--- src/rtl/ctp_pkg.sv ---
`timescale 1ns/1ps
package ctp_pkg;
  localparam int MODE_W = 3;

  localparam logic [2:0] A_LO_PSC = 3'd0;
  localparam logic [2:0] A_LO_CTL = 3'd1;
  localparam logic [2:0] A_HI_PSC = 3'd2;
  localparam logic [2:0] A_HI_CTL = 3'd3;
  localparam logic [2:0] A_LO_CNT = 3'd4;
  localparam logic [2:0] A_HI_CNT = 3'd5;

  typedef enum logic [MODE_W-1:0] {
    MM_RESET  = 3'b000,
    MM_ENABLE = 3'b001,
    MM_UPDATE = 3'b010
  } master_mode_e;

  typedef enum logic [MODE_W-1:0] {
    SM_INTERNAL = 3'b000,
    SM_EDGE_CLK = 3'b111
  } slave_mode_e;

  localparam int TS_LO_TRIG = 1;
  localparam int TS_AUX_BASE = 2;
endpackage

--- src/rtl/ctp_timer_core.sv ---
`timescale 1ns/1ps
module ctp_timer_core #(
  parameter int W = 16
) (
  input  logic         clk,
  input  logic         rst_n,
  input  logic         tick,
  input  logic [W-1:0] psc,
  input  logic         ld,
  input  logic [W-1:0] ld_val,
  output logic [W-1:0] cnt,
  output logic         upd
);
  localparam logic [W-1:0] ONE = {{(W-1){1'b0}}, 1'b1};
  localparam logic [W-1:0] TOP = {W{1'b1}};

  logic [W-1:0] cnt_q, cnt_d;
  logic [W-1:0] pcnt_q, pcnt_d;
  logic         upd_q, upd_d;
  logic         fire;

  // Next state: load has priority over counting and suppresses the update.
  always_comb begin
    fire   = tick && (pcnt_q >= psc);
    cnt_d  = cnt_q;
    pcnt_d = pcnt_q;
    if (ld) begin
      cnt_d  = ld_val;
      pcnt_d = '0;
    end else if (tick) begin
      if (fire) begin
        cnt_d  = cnt_q + ONE;
        pcnt_d = '0;
      end else begin
        pcnt_d = pcnt_q + ONE;
      end
    end
    upd_d = fire && !ld && (cnt_q == TOP);
  end

  always_ff @(posedge clk or negedge rst_n) begin
    if (!rst_n) begin
      cnt_q  <= '0;
      pcnt_q <= '0;
      upd_q  <= 1'b0;
    end else begin
      cnt_q  <= cnt_d;
      pcnt_q <= pcnt_d;
      upd_q  <= upd_d;
    end
  end

  assign cnt = cnt_q;
  assign upd = upd_q;
endmodule

--- src/rtl/ctp_master_sel.sv ---
`timescale 1ns/1ps
module ctp_master_sel
  import ctp_pkg::*;
(
  input  logic [MODE_W-1:0] mode,
  input  logic              upd,
  output logic              trgo
);
  always_comb begin
    if (mode == MM_UPDATE) trgo = upd;
    else                   trgo = 1'b0;
  end
endmodule

--- src/rtl/ctp_slave_ctrl.sv ---
`timescale 1ns/1ps
module ctp_slave_ctrl
  import ctp_pkg::*;
#(
  parameter int TS_W = 3,
  localparam int NSRC = 1 << TS_W
) (
  input  logic              clk,
  input  logic              rst_n,
  input  logic              en,
  input  logic [TS_W-1:0]   tsel,
  input  logic [MODE_W-1:0] smode,
  input  logic [NSRC-1:0]   src,
  output logic              tick
);
  logic sel;
  logic trig_q, trig_d;
  logic rise;

  // Edge history follows the selected source even while disabled.
  always_comb begin
    sel    = src[tsel];
    trig_d = sel;
    rise   = sel && !trig_q;
    case (smode)
      SM_INTERNAL: tick = en;
      SM_EDGE_CLK: tick = en && rise;
      default:     tick = 1'b0;
    endcase
  end

  always_ff @(posedge clk or negedge rst_n) begin
    if (!rst_n) trig_q <= 1'b0;
    else        trig_q <= trig_d;
  end
endmodule

--- src/rtl/cascade_timer_pair.sv ---
`timescale 1ns/1ps
module cascade_timer_pair
  import ctp_pkg::*;
#(
  parameter int CNT_W = 16,
  parameter int AUX_N = 2,
  parameter int TS_W  = 3
) (
  input  logic             clk,
  input  logic             rst_n,
  input  logic             cfg_we,
  input  logic [2:0]       cfg_addr,
  input  logic [CNT_W-1:0] cfg_wdata,
  input  logic [AUX_N-1:0] aux_trig,
  output logic [CNT_W-1:0] lo_count,
  output logic [CNT_W-1:0] hi_count,
  output logic             trg_out
);
  localparam int NSRC = 1 << TS_W;

  // Reset: asserted asynchronously, released on the clock.
  logic rst_meta, rst_s;
  always_ff @(posedge clk or negedge rst_n) begin
    if (!rst_n) begin
      rst_meta <= 1'b0;
      rst_s    <= 1'b0;
    end else begin
      rst_meta <= 1'b1;
      rst_s    <= rst_meta;
    end
  end

  // Configuration registers.
  logic [CNT_W-1:0]  lo_psc_q, lo_psc_d, hi_psc_q, hi_psc_d;
  logic              lo_en, lo_en_d, hi_en, hi_en_d;
  logic [MODE_W-1:0] lo_mm, lo_mm_d, hi_sms_q, hi_sms_d;
  logic [TS_W-1:0]   hi_ts_q, hi_ts_d;
  logic              lo_ld, hi_ld;

  always_comb begin
    lo_psc_d = lo_psc_q;
    hi_psc_d = hi_psc_q;
    lo_en_d  = lo_en;
    lo_mm_d  = lo_mm;
    hi_en_d  = hi_en;
    hi_ts_d  = hi_ts_q;
    hi_sms_d = hi_sms_q;
    lo_ld    = 1'b0;
    hi_ld    = 1'b0;
    if (cfg_we) begin
      case (cfg_addr)
        A_LO_PSC: lo_psc_d = cfg_wdata;
        A_LO_CTL: begin
          lo_en_d = cfg_wdata[0];
          lo_mm_d = cfg_wdata[3:1];
        end
        A_HI_PSC: hi_psc_d = cfg_wdata;
        A_HI_CTL: begin
          hi_en_d  = cfg_wdata[0];
          hi_ts_d  = cfg_wdata[TS_W:1];
          hi_sms_d = cfg_wdata[6:4];
        end
        A_LO_CNT: lo_ld = 1'b1;
        A_HI_CNT: hi_ld = 1'b1;
        default: ;
      endcase
    end
  end

  always_ff @(posedge clk or negedge rst_s) begin
    if (!rst_s) begin
      lo_psc_q <= '0;
      hi_psc_q <= '0;
      lo_en    <= 1'b0;
      lo_mm    <= '0;
      hi_en    <= 1'b0;
      hi_ts_q  <= '0;
      hi_sms_q <= '0;
    end else begin
      lo_psc_q <= lo_psc_d;
      hi_psc_q <= hi_psc_d;
      lo_en    <= lo_en_d;
      lo_mm    <= lo_mm_d;
      hi_en    <= hi_en_d;
      hi_ts_q  <= hi_ts_d;
      hi_sms_q <= hi_sms_d;
    end
  end

  // Low stage.
  logic lo_upd, lo_trgo;

  ctp_timer_core #(.W(CNT_W)) u_lo (
    .clk(clk), .rst_n(rst_s), .tick(lo_en), .psc(lo_psc_q),
    .ld(lo_ld), .ld_val(cfg_wdata), .cnt(lo_count), .upd(lo_upd)
  );

  ctp_master_sel u_msel (.mode(lo_mm), .upd(lo_upd), .trgo(lo_trgo));

  // Trigger fabric: one slot per select code.
  logic [NSRC-1:0] trig_src;
  for (genvar i = 0; i < NSRC; i++) begin : g_src
    if (i == TS_LO_TRIG) begin : g_lo
      assign trig_src[i] = lo_trgo;
    end else if (i >= TS_AUX_BASE && i < TS_AUX_BASE + AUX_N) begin : g_aux
      assign trig_src[i] = aux_trig[i - TS_AUX_BASE];
    end else begin : g_zero
      assign trig_src[i] = 1'b0;
    end
  end

  // High stage.
  logic hi_tick, hi_upd;

  ctp_slave_ctrl #(.TS_W(TS_W)) u_slave (
    .clk(clk), .rst_n(rst_s), .en(hi_en), .tsel(hi_ts_q),
    .smode(hi_sms_q), .src(trig_src), .tick(hi_tick)
  );

  ctp_timer_core #(.W(CNT_W)) u_hi (
    .clk(clk), .rst_n(rst_s), .tick(hi_tick), .psc(hi_psc_q),
    .ld(hi_ld), .ld_val(cfg_wdata), .cnt(hi_count), .upd(hi_upd)
  );

  assign trg_out = lo_trgo;
endmodule

--- config.mk ---
export PLATFORM = sky130hd
export DESIGN_NAME = cascade_timer_pair
export DESIGN_NICKNAME = d
export VERILOG_FILES = /design/src/rtl/ctp_pkg.sv /design/src/rtl/ctp_timer_core.sv /design/src/rtl/ctp_master_sel.sv /design/src/rtl/ctp_slave_ctrl.sv /design/src/rtl/cascade_timer_pair.sv
export SDC_FILE = /design/constraint.sdc
export NUM_CORES = 1
export LEC_CHECK = 0
export ABC_AREA = 1
export BUFFER_PORTS_ARGS = -buffer_cell sky130_fd_sc_hd__clkbuf_2
export CORE_MARGIN = 4
export CORE_UTILIZATION = 55
export DETAILED_ROUTE_END_ITERATION = 12
export PLACE_DENSITY = 0.74
export SETUP_SLACK_MARGIN = 0.2
export SYNTH_ARGS = -nofsm -noshare
export SYNTH_HDL_FRONTEND = slang
export SYNTH_SLANG_ARGS = --single-unit
--- constraint.sdc ---
create_clock -name clk -period 5.5 [get_ports clk]
set_input_delay 1.1 -clock clk [delete_from_list [all_inputs] [get_ports clk]]
set_output_delay 1.1 -clock clk [all_outputs]
set_load 0.02 [all_outputs]
## Yosys cells after proc, flatten, opt, wreduce, memory -nomap -nowiden

Index checks and enable logic that the tools add are counted.

| word-level totals | value |
|---|---|
| register bits | 111 |
| word-level logic and storage cells | 70 |
| output and inout bits | 33 |

| cells by class | value |
|---|---|
| muxes and demuxes | 20 |
| eq/ne operators | 8 |
| $lt $le $gt $ge | 3 |
| $add $sub $neg | 4 |
| reductions and logical operators | 20 |

Operator list:

| cell | count |
|---|---|
| 16-bit 2-to-1 mux | 12 |
| 16-bit by 1-bit adder with 16-bit output (second input constant) | 4 |
| 16-bit >= comparator | 2 |
| 16-bit equality test (second input constant) | 1 |
| 2-bit AND reduction | 6 |
| 3-bit by 2-bit equality test with 1-bit output (second input constant) | 3 |
| 3-bit equality test (second input constant) | 3 |
| 2-bit nonzero test | 4 |
| 1-bit logical AND | 6 |
| 3-bit logical NOT | 2 |
| 1-bit 2-to-1 mux | 6 |
| 3-bit by 4-bit less-than comparator with 1-bit output (second input constant) | 1 |
| 1-bit binary-select mux with 3-bit select | 1 |
| 3-bit by 1-bit equality test with 1-bit output (second input constant) | 1 |
| 1-bit logical NOT | 2 |
| 1-bit one-hot mux with 2 select lines | 1 |

## Depth between registers and ports, before layout

Gate-level depths: netlist of run 1.

| depth | value |
|---|---|
| word-level depth | 11 |
| mapped depth | 16 |
| gate-level depth less buffers | 15 |

## Cells and area by module

Synthesis of run 1 repeated with hierarchy kept, for this count alone.

| second synthesis, totals | value |
|---|---|
| cells, all modules | 932 |
| area, all modules | 6932.9 um2 |

By module, submodules not included:

| module | area an instance (um2) | times used | seq. area each (um2) | cells an instance |
|---|---|---|---|---|
| ctp_timer_core | 2463.6 | 2 | 825.8 | 346 |
| cascade_timer_pair | 1821.7 | 1 | 1126.1 | 204 |
| ctp_slave_ctrl | 162.7 | 1 | 25.0 | 31 |
| ctp_master_sel | 21.3 | 1 | 0.0 | 5 |

## Worst setup path after synthesis of run 1

OpenSTA, ideal clock, no wires.

| timing | value |
|---|---|
| path type | input to register |
| start point | input aux_trig[1] |
| end point | register u_hi.cnt_q[5], in the netlist u_hi.cnt[5] |
| path slack | 3.431 ns |
| setup time | 0.117 ns |
| required time | 5.383 ns |
| arrival | 1.952 ns |
| stages | 13 |
| cells stage by stage | inv_1 -> nand2_1 -> nor2_1 -> nor2_1 -> nand3_1 -> nand2_1 -> nand2_2 -> inv_4 -> nand2_4 -> nand2_4 -> buf_6 -> nand2_1 -> nand2_1 |

| on the way | value |
|---|---|
| longest elaborated chain between the ends | 8 |
| elaborated cells between the ends (all ways) | 9 |
| classes of those cells | 3 x mux; 6 x reduce/logical |

Ends and longest elaborated chain:

| what | RTL line | source |
|---|---|---|
| start: declaration | cascade_timer_pair.sv:14 | `input logic [AUX_N-1:0] aux_trig,` |
| 1-bit binary-select mux with 3-bit select (*) | ctp_slave_ctrl.sv:22 | `sel = src[tsel];` |
| 1-bit 2-to-1 mux (implied by the code) (*) | ctp_slave_ctrl.sv:22 |  |
| 1-bit logical AND (*) | ctp_slave_ctrl.sv:24 | `rise = sel && !trig_q;` |
| 1-bit logical AND (*) | ctp_slave_ctrl.sv:27 | `SM_EDGE_CLK: tick = en && rise;` |
| 1-bit one-hot mux with 2 select lines (*) | ctp_slave_ctrl.sv:25 | `case (smode)` |
| 1-bit logical AND | ctp_timer_core.sv:24 | `fire = tick && (pcnt_q >= psc);` |
| 2-bit nonzero test (no line) | - |  |
| 2-bit AND reduction (no line) (*) | - |  |
| end signal: assignment | ctp_timer_core.sv:47 | `cnt_q <= cnt_d;` |
| end: declaration | ctp_timer_core.sv:17 | `logic [W-1:0] cnt_q, cnt_d;` |

Every way passes the cells marked *; elsewhere a longest branch is shown, timed or not. The select of a mux whose other input is x is not followed.
A chain may end at the register's enable or synchronous reset.

## Worst setup path in the final report of run 1

| timing | value |
|---|---|
| start point | input cfg_addr[0] |
| end point | register u_hi.pcnt_q[5] |

| on the way | value |
|---|---|
| longest elaborated chain between the ends | 4 |
| elaborated cells between the ends (all ways) | 5 |
| classes of those cells | 1 x eq/ne; 3 x mux; 1 x reduce/logical |

Ends and longest elaborated chain:

| what | RTL line | source |
|---|---|---|
| start: declaration | cascade_timer_pair.sv:12 | `input logic [2:0] cfg_addr,` |
| 3-bit equality test (*) | cascade_timer_pair.sv:51 | `case (cfg_addr)` |
| 1-bit 2-to-1 mux (*) | cascade_timer_pair.sv:51 |  |
| 1-bit 2-to-1 mux (*) | cascade_timer_pair.sv:50 | `if (cfg_we) begin` |
| 16-bit 2-to-1 mux / 2-bit nonzero test (equally long branches) | - |  |
| end signal: assignment | ctp_timer_core.sv:48 | `pcnt_q <= pcnt_d;` |
| end: declaration | ctp_timer_core.sv:18 | `logic [W-1:0] pcnt_q, pcnt_d;` |

Every way passes the cells marked *; elsewhere a longest branch is shown, timed or not.

==> out/metrics.yaml, run 1 <==
timing:
  max_clock_freq_mhz: 386
  skew_ps: 9.80
  maxSlewViolCount: 0
  setup-violations-final: 0
  postLayoutSetupSlackWorst_ps: 2910
  period_minus_slack_ps: 2590
  fin_setup_tns_ps: 0
  slew_headroom: 0.272
  finalCritPeriodShare: 0.471
  rsz0062_at_grt: "no"
  worst_slew_pin_slew_ps: 1090
  final_hold_viol_count: 0
die:
  dieArea_um2: 14400
  core.rowCount: 40
  fp.dieW_um: 120
  die_h_um: 120
  start_util: 0.568
  core_area_um2: 12200
  ioPinCount: 57
drt:
  via_per_inst: 5.29
  finalWirelength_um: 16100
  drc: 0
  via_count: 6113
  drtIter0Drc: 445
  dr.pass1.iters: 4
  wl_per_cell_um: 13.9
  postRouteAntennaNets: 0
clocking:
  post-cts-setup-buffers: 0
  htree_num_levels: 3
  cts_buffers: 9
  cts_tree: "built"
  cts_hold_repair.buffers: 0
  cts.path.max_buffers: 2
  cts.sinks: 111
  cts.clk_slew.worst_paths_ps: 70
  cts_resized: 0
  cts_root_buf: "clkbuf_16"
  clk_latency_ps: 360
worst_hold_path:
  hold_class: "register to register"
  whs_path_depth: 0
  hp-start: "rst_meta"
global_routing:
  grt_max_degree: 59
  grt_pass1_vias: 5768
  grt_pass1_wl_um: 27800
  antenna_found_initial: 0
  track_usage: 0.238
  overflow: 0
power_and_ir_drop:
  p_comb_frac: 0.286
  vdd_drop_max_v: 0.000230
  clkPwrFrac: 0.260
  pwr-share-seq: 0.454
  leakage_nw: 4.02
  p_int_mw: 1.60
  netSwitchingFraction: 0.375
  switchingPower_mw: 0.958
  power_density_nw_per_um2: 338
logic_synthesis:
  synthesis.area_um2: 6910
  ys_seq_elements: 111
  yosysUniqueCellTypes: 36
  seq_area_frac_synth: 0.402
  ys_dominant_reg_cell: "dfrtp_1"
  synthArstFlopShare: 1.00
  synth_edf_count: 0
  syn_inst: 941
  synth_warnings: 0
  syn_nets: 1001
  syn_area_per_cell_um2: 7.34
cells_and_area:
  drive_gt1_frac: 0.105
  area_growth_pct: 9.56
  antenna-diode-count: 0
  nNetsFinal: 1043
critical_path:
  r2r-start: "u_hi.pcnt_q[3]"
  worst_setup_path_end_kind: "register"
  crit_fanout: 58
  critPathKind: "primary input to register"
  crit_start: "cfg_addr[0]"
  critPathLaunchType: "primary input"
  cp_data_arrival_time_ps: 2880
  r2r_cells: 12
  cp.required_ps: 5790
placed_design:
  preCtsSetupSlack_ps: 2540
  port-buffer-count: 56
  dp_hpwl_um: 11300
  place.gp.congestion: 0.861
run:
  drv_cap: 0
run_status:
  status: "finished, final reports clean"
-- logic make-up (layout without fill, tap and decap cells) --
family | Yosys count | in the layout | synth area share
and+or+nand+nor | 509 | 509 | 0.326
buffers and inverters | 151 | 198 | 0.0891
DFF | 111 | 111 | 0.402
AOI/OAI and AO/OA | 101 | 101 | 0.0766
adders and majority gates | 36 | 36 | 0.0652
xor gates and xnor gates | 32 | 32 | 0.0405
other | 1 | 1 | 0.000543
-- layout by cell type, fill, tap and decap left out, types with 5 or more instances in the layout --
| cell | instances |
|---|---|
| ha_1 | 36 |
| a21oi_1 | 15 |
| dfrtp_1 | 110 |
| nor3_1 | 24 |
| nand3_1 | 74 |
| xnor2_1 | 10 |
| o21ai_0 | 72 |
| nand4_1 | 32 |
| clkbuf_2 | 56 |
| xor2_1 | 22 |
| nand2_1 | 288 |
| nand2_2 | 5 |
| inv_1 | 118 |
| clkbuf_16 | 9 |
| nor2_1 | 65 |
-- per-stage QoR --
stage,area [um^2],utilization,instances,hold slack [ps],power (mW)
floorplan,6910,-,941,331,1.68
global placement,7270,0.598,1140,344,1.89
detailed placement,7270,0.598,1140,343,1.91
CTS,7570,0.623,1156,360,2.57
global route,7570,0.623,1156,372,2.75
finish,7570,0.623,1156,358,2.56
-- critical path, cell delays in order --
cell	delay (ps)
clkbuf_2	100
inv_1	80
nor2_2	50
nand2_2	760
nand2_2	190
inv_1	410
nand2_1	100
nand2_1	80
-- worst paths after layout --
| path | to | slack [ps] |
|---|---|---|
| max | u_hi.pcnt_q[5] | 2910 |
| min | rst_s | 360 |
| max reg2reg | u_hi.pcnt_q[13] | 3360 |
| min reg2reg | rst_s | 360 |
| max in group asynchronous | lo_psc_q[3] | 3920 |
| min in group asynchronous | u_hi.cnt[6] | 380 |
-- sequential cells by signal, indices dropped and copies added (netlist names) --
signal	cells
hi_en	1
hi_psc_q	16
hi_sms_q	3
hi_ts_q	3
lo_en	1
lo_mm	3
lo_psc_q	16
rst_meta	1
rst_s	1
u_hi.cnt	16
u_hi.pcnt_q	16
u_lo.cnt	16
u_lo.pcnt_q	16
u_lo.upd	1
u_slave.trig_q	1
-- layout make-up --
class / instances / area [um^2]
Clock inverter: 7 / 73.8
Tap cell: 168 / 210
Timing Repair Buffer: 58 / 295
Fill cell: 1166 / 4590
Multi-Input combinational cell: 679 / 3520
Inverter: 124 / 468
Clock buffer: 9 / 225
Sequential cell: 111 / 2780
-- routing by layer --
layer  vias to the layer above  global-route usage  part of all wire
li1                       3101                   -                 -
met1                      2846               0.336              0.48
met2                       144               0.378              0.45
met3                        22              0.0339             0.047
met4                         0              0.0816             0.019
met5                         -                   0                 0
-- power by group through the flow --
| stage | sequential, mW | combinational [mW] | clock [mW] |
|---|---|---|---|
| after floorplan | 1.22 | 0.461 | 0 |
| after global placement | 1.17 | 0.714 | 0 |
| after detailed placement | 1.17 | 0.733 | 0 |
| after CTS | 1.16 | 0.736 | 0.676 |
| after global routing | 1.19 | 0.840 | 0.711 |
| final | 1.16 | 0.730 | 0.665 |
-- cells in the mapped netlist (2+ instances only) --
master	n	area, um^2
nand2_1	288	1080
inv_1	118	443
dfrtp_1	111	2780
nand3_1	74	370
o21ai_0	72	360
nor2_1	65	244
ha_1	36	450
nand4_1	32	200
nor3_1	24	120
xor2_1	22	193
a21oi_1	15	75.1
buf_2	10	50.1
xnor2_1	10	87.6
clkbuf_1	9	33.8
buf_4	5	37.5
nand2_2	5	31.3
a21o_1	4	30.0
inv_2	4	15.0
nand2_4	4	45.0
nand3_2	4	40.0
nor2_2	4	25.0
o21bai_1	4	30.0
o21ai_1	3	15.0
o22ai_1	3	18.8
buf_6	2	22.5
nor2_4	2	22.5
nor3_4	2	32.5
(Power assumes the default switching activity.)
==> inputs of run 2 (changes only) <==
==> constraint.sdc (replaced) <==
create_clock -name clk -period 2.7 [get_ports clk]
set_input_delay 0.54 -clock clk [delete_from_list [all_inputs] [get_ports clk]]
set_output_delay 0.54 -clock clk [all_outputs]
set_load 0.02 [all_outputs]
==> out/metrics.yaml, run 2 (synthesized netlist as in run 1, its figures left out) <==
drt:
  dr.pass1.iters: 5
  wl_per_cell_um: 14.4
  postRouteAntennaNets: 0
  finalWirelength_um: 16700
  via_count: 6163
  drtIter0Drc: 367
  drc: 0
  via_per_inst: 5.30
timing:
  worst_slew_pin_slew_ps: 666
  skew_ps: 7.84
  setup-violations-final: 0
  postLayoutSetupSlackWorst_ps: 585
  max_clock_freq_mhz: 473
  final_hold_viol_count: 0
  maxSlewViolCount: 0
  period_minus_slack_ps: 2110
  fin_setup_tns_ps: 0
  slew_headroom: 0.556
  worst_hold_slack_ps: 360
  rsz0062_at_grt: "no"
  finalCritPeriodShare: 0.783
clocking:
  cts_buffers: 9
  cts.sinks: 111
  cts.path.max_buffers: 2
  cts_tree: "built"
  post-cts-setup-buffers: 0
  cts.clk_slew.worst_paths_ps: 70
  clk_latency_ps: 350
  htree_num_levels: 3
  cts_hold_repair.buffers: 1
  cts_resized: 0
  cts_root_buf: "clkbuf_16"
critical_path:
  worst_setup_path_end_kind: "register"
  critPathKind: "register to register"
  cp.required_ps: 2980
  crit_fanout: 14
  critPathLaunchType: "register"
  cp_data_arrival_time_ps: 2400
global_routing:
  overflow: 0
  grt_pass1_wl_um: 28100
  grt_max_degree: 50
  grt_pass1_vias: 5697
  track_usage: 0.242
  antenna_found_initial: 0
placed_design:
  dp_hpwl_um: 11800
  place.gp.congestion: 0.884
  port-buffer-count: 56
  preCtsSetupSlack_ps: 605
  placed_area_um2: 7340
cells_and_area:
  multi_input_area_um2: 3520
  antenna-diode-count: 0
  n_fill_cell: 1148
  area_growth_pct: 11.3
  mostFrequentLayoutCells: "nand2_1 (288), inv_1 (118), dfrtp_1 (110)"
  drive_gt1_frac: 0.110
  fin_area_um2: 7690
  regArea_um2: 2780
  nNetsFinal: 1050
  layout_commonest_cell: "nand2_1"
die:
  ioPinCount: 57
  core_area_um2: 12200
  start_util: 0.568
  core.rowCount: 40
  dieArea_um2: 14400
  die_h_um: 120
  fp.dieW_um: 120
power_and_ir_drop:
  vdd_drop_max_v: 0.000475
  power_density_nw_per_um2: 700
  leakage_nw: 4.10
run:
  drv_cap: 0
worst_hold_path:
  hold_class: "register to async pin"
run_status:
  status: "finished, final reports clean"
-- run 2: path summary, 6_finish.rpt --
check | slack [ps] | start | endpoint | cells past startpoint
worst max-delay path | 590 | u_hi.pcnt_q[13] | u_hi.pcnt_q[9] | 8
worst min-delay path | 360 | rst_s | u_hi.cnt[2] | 0
worst max register to register | 590 | u_hi.pcnt_q[13] | u_hi.pcnt_q[9] | 8
worst min register to register | 360 | rst_s | u_hi.cnt[2] | 0
max in group asynchronous | 1540 | rst_s | hi_psc_q[3] | 1
min in group clk | 360 | rst_meta | rst_s | 0
-- run 2: layout make-up --
type                            instances  area share
Clock buffer                           10      0.0298
Multi-Input combinational cell        679       0.457
Sequential cell                       111       0.362
Timing Repair Buffer                   65      0.0488
Clock inverter                          6      0.0142
Tap cell                              168      0.0273
Inverter                              124      0.0608
-- run 2: power breakdown --
| group | leakage (nW) | total [mW] | internal [mW] | switching (mW) |
|---|---|---|---|---|
| Clock | 0.166 | 1.51 | 0.906 | 0.604 |
| Combinational | 2.48 | 1.51 | 0.568 | 0.938 |
| Sequential | 1.45 | 2.36 | 1.98 | 0.386 |
-- run 2: per-layer routing --
metal,vias to the layer above,GRT usage,part of all wire
li1,3102,-,-
met5,-,0,0
met3,21,0.0311,0.051
met2,172,0.388,0.46
met1,2868,0.341,0.47
met4,0,0.0809,0.019
-- run 2: through the flow --
step	total power, mW	instances	util
floorplan	3.43	941	-
global placement	3.85	1146	0.604
detailed placement	3.90	1146	0.604
CTS	5.43	1163	0.632
global route	5.77	1163	0.632
finish	5.38	1163	0.632
-- run 2: critical path, stage by stage (launching register included) --
cell and delay (ps):
dfrtp_1 440, ha_1 310, a21oi_1 150, o21ai_0 110
nor2_1 210, nand2_1 90, nor2_2 490, nand4_1 160
nand2_1 90
==> inputs of run 3 (changes only) <==
--- a/config.mk
+++ b/config.mk
@@ -5,12 +5,12 @@
 export SDC_FILE = /design/constraint.sdc
 export NUM_CORES = 1
 export LEC_CHECK = 0
-export ABC_AREA = 1
+export ABC_AREA = 0
 export BUFFER_PORTS_ARGS = -buffer_cell sky130_fd_sc_hd__clkbuf_2
 export CORE_MARGIN = 4
-export CORE_UTILIZATION = 55
+export CORE_UTILIZATION = 54
 export DETAILED_ROUTE_END_ITERATION = 12
-export PLACE_DENSITY = 0.74
+export PLACE_DENSITY = 0.76
 export SETUP_SLACK_MARGIN = 0.2
 export SYNTH_ARGS = -nofsm -noshare
 export SYNTH_HDL_FRONTEND = slang
==> constraint.sdc (replaced) <==
create_clock -name clk -period 1.9 [get_ports clk]
set_input_delay 0.38 -clock clk [delete_from_list [all_inputs] [get_ports clk]]
set_output_delay 0.38 -clock clk [all_outputs]
set_load 0.02 [all_outputs]
==> out/metrics.yaml, run 3 <==
clocking:
  cts_root_buf: "clkbuf_16"
  cts_tree: "built"
  cts.path.max_buffers: 2
  htree_num_levels: 3
  clk_latency_ps: 360
  cts_buffers: 9
  cts.sinks: 111
  cts.clk_slew.worst_paths_ps: 70
die:
  dieArea_um2: 13300
  core_area_um2: 11100
  ioPinCount: 57
  fp.dieW_um: 115
  start_util: 0.562
  die_h_um: 115
  core.rowCount: 38
drt:
  via_count: 6242
  drc: 0
  finalWirelength_um: 20300
  dr.pass1.iters: 5
  wl_per_cell_um: 20.7
  drtIter0Drc: 502
  postRouteAntennaNets: 0
  via_per_inst: 6.36
power_and_ir_drop:
  clkPwrFrac: 0.219
  power_density_nw_per_um2: 1060
  switchingPower_mw: 3.26
  pwr-share-seq: 0.376
  p_total_mw: 8.85
  leakage_nw: 3.76
  p_int_mw: 5.59
  vdd_drop_max_v: 0.000724
  p_comb_frac: 0.405
  netSwitchingFraction: 0.369
logic_synthesis:
  synthArstFlopShare: 1.00
  synth.top_cells.by_count: "dfrtp_1 (111), nand2_1 (80), o21ai_0 (63)"
  synth_warnings: 0
  synth.area.top_cells: "dfrtp_1 (45%), ha_1 (7.2%), o21ai_0 (5.1%), nand2_1 (4.8%), a21oi_1 (4.0%)"
  synth_edf_count: 0
  yosysUniqueCellTypes: 65
  yosys.area.top_type_share: 0.446
  syn_inst: 688
  synthesis.area_um2: 6220
  synth_area_leader_cell: "dfrtp_1"
  seq_area_frac_synth: 0.446
  syn_nets: 748
  synth_most_common_cell: "dfrtp_1"
  syn_area_per_cell_um2: 9.05
  ys_seq_elements: 111
  ys_dominant_reg_cell: "dfrtp_1"
run_status:
  status: "finished with violations"
  violations: "negative setup slack"
cells_and_area:
  layout_commonest_cell: "dfrtp_1"
  area_growth_pct: 34.1
  antenna-diode-count: 0
  fin_cells: 981
  nNetsFinal: 899
  fin_util: 0.753
  drive_gt1_frac: 0.322
  mostFrequentLayoutCells: "dfrtp_1 (110), buf_4 (95), nand2_1 (80)"
critical_path:
  rrSetupSlack_ps: -480
  critPathKind: "register to register"
  crit_fanout: 8
  cp.required_ps: 2180
  worst_setup_path_end_kind: "register"
  r2r-end: "u_lo.cnt[12]"
  cp_data_arrival_time_ps: 2660
  critPathLaunchType: "register"
  r2r_cells: 9
  r2r-start: "u_lo.pcnt_q[15]"
timing:
  postLayoutSetupSlackWorst_ps: -482
  rsz0062_at_grt: "yes"
  period_minus_slack_ps: 2380
  worst_hold_slack_ps: 284
  final_hold_viol_count: 0
  skew_ps: 9.37
  max_clock_freq_mhz: 420
  finalCritPeriodShare: 1.25
  setup-violations-final: 65
  maxSlewViolCount: 0
global_routing:
  grt_max_degree: 40
  grt_pass1_vias: 5833
  grt_pass1_wl_um: 28900
  antenna_found_initial: 0
  track_usage: 0.277
  overflow: 0
placed_design:
  place.gp.congestion: 0.868
  place_inst: 946
  dp_hpwl_um: 12600
  port-buffer-count: 56
worst_hold_path:
  hold_class: "register to async pin"
run:
  drv_cap: 0
run 3: cell type report:
type	count	area, um^2
clock buffers	12	256
clock inverters	1	30.0
fillers	773	2730
inverters	45	169
multi-input cells	499	3580
flip-flops and latches	111	2780
well taps	140	175
repair buffers	173	1350
run 3: cell families after synthesis:
kind of cell / count (synthesis) / synth area share
AND/OR/NAND/NOR: 243 / 0.201
AO/OA/AOI/OAI: 190 / 0.181
flip-flops: 111 / 0.446
buffers and inverters: 80 / 0.0549
adder cells (fa/ha/maj): 36 / 0.0724
multiplexers: 14 / 0.0253
XOR/XNOR: 13 / 0.0183
other: 1 / 0.000602
run 3: worst max path at each step:
stage / endpoint / startpoint / cells past startpoint
after detailed placement: u_hi.cnt[14] / u_hi.pcnt_q[5] / 8
after CTS: u_lo.cnt[14] / u_lo.pcnt_q[14] / 8
after global placement: u_hi.pcnt_q[14] / u_hi.pcnt_q[5] / 8
after floorplan: u_hi.pcnt_q[9] / u_hi.pcnt_q[4] / 8
after global routing: u_lo.cnt[12] / u_lo.pcnt_q[9] / 9
final: u_lo.cnt[12] / u_lo.pcnt_q[15] / 9
run 3: layer usage:
| layer | vias up | GRT usage | wire length [um] |
|---|---|---|---|
| li1 | 2778 | - | - |
| met3 | 104 | 0.0579 | 1450 |
| met2 | 342 | 0.470 | 9760 |
| met5 | - | 0 | 0 |
| met1 | 3018 | 0.351 | 7960 |
| met4 | 0 | 0.101 | 1150 |
run 3: critical path: stages, from the launching register on:
cell       delay (ps)
dfrtp_1           430
ha_4              290
and3_4            180
nand4_1           130
nor2_2            160
a31oi_4           110
buf_12            170
clkbuf_16         160
or4b_1            480
a31oi_1           180
run 3: repair_timing:
item | CTS | global route
setup buffers | 6 | 5
cloned | 2 | 8
hold endpoints to repair | 2 | 0
pin swaps | 9 | 39
hold buffers | 1 | 0
resized for setup | 32 | 63
setup endpoints to repair | 66 | 66
run 3: metrics by stage:
step	cell area [um^2]	setup TNS, ps	setup WS [ps]
2_1_floorplan	6280	-8330	-199
3_3_place_gp	7320	-17560	-405
3_5_place_dp	7320	-21040	-521
4_1_cts	7820	-18210	-383
5_1_grt	8340	-27460	-513
6_report	8340	-22450	-482
run 3: power by group through the flow:
stage,Combinational [mW],Clock (mW),Sequential (mW)
after floorplan,1.43,0,3.54
after global placement,2.80,0,3.29
after detailed placement,2.94,0,3.33
after CTS,3.22,1.93,3.29
after global routing,3.89,2.05,3.38
final,3.58,1.93,3.33
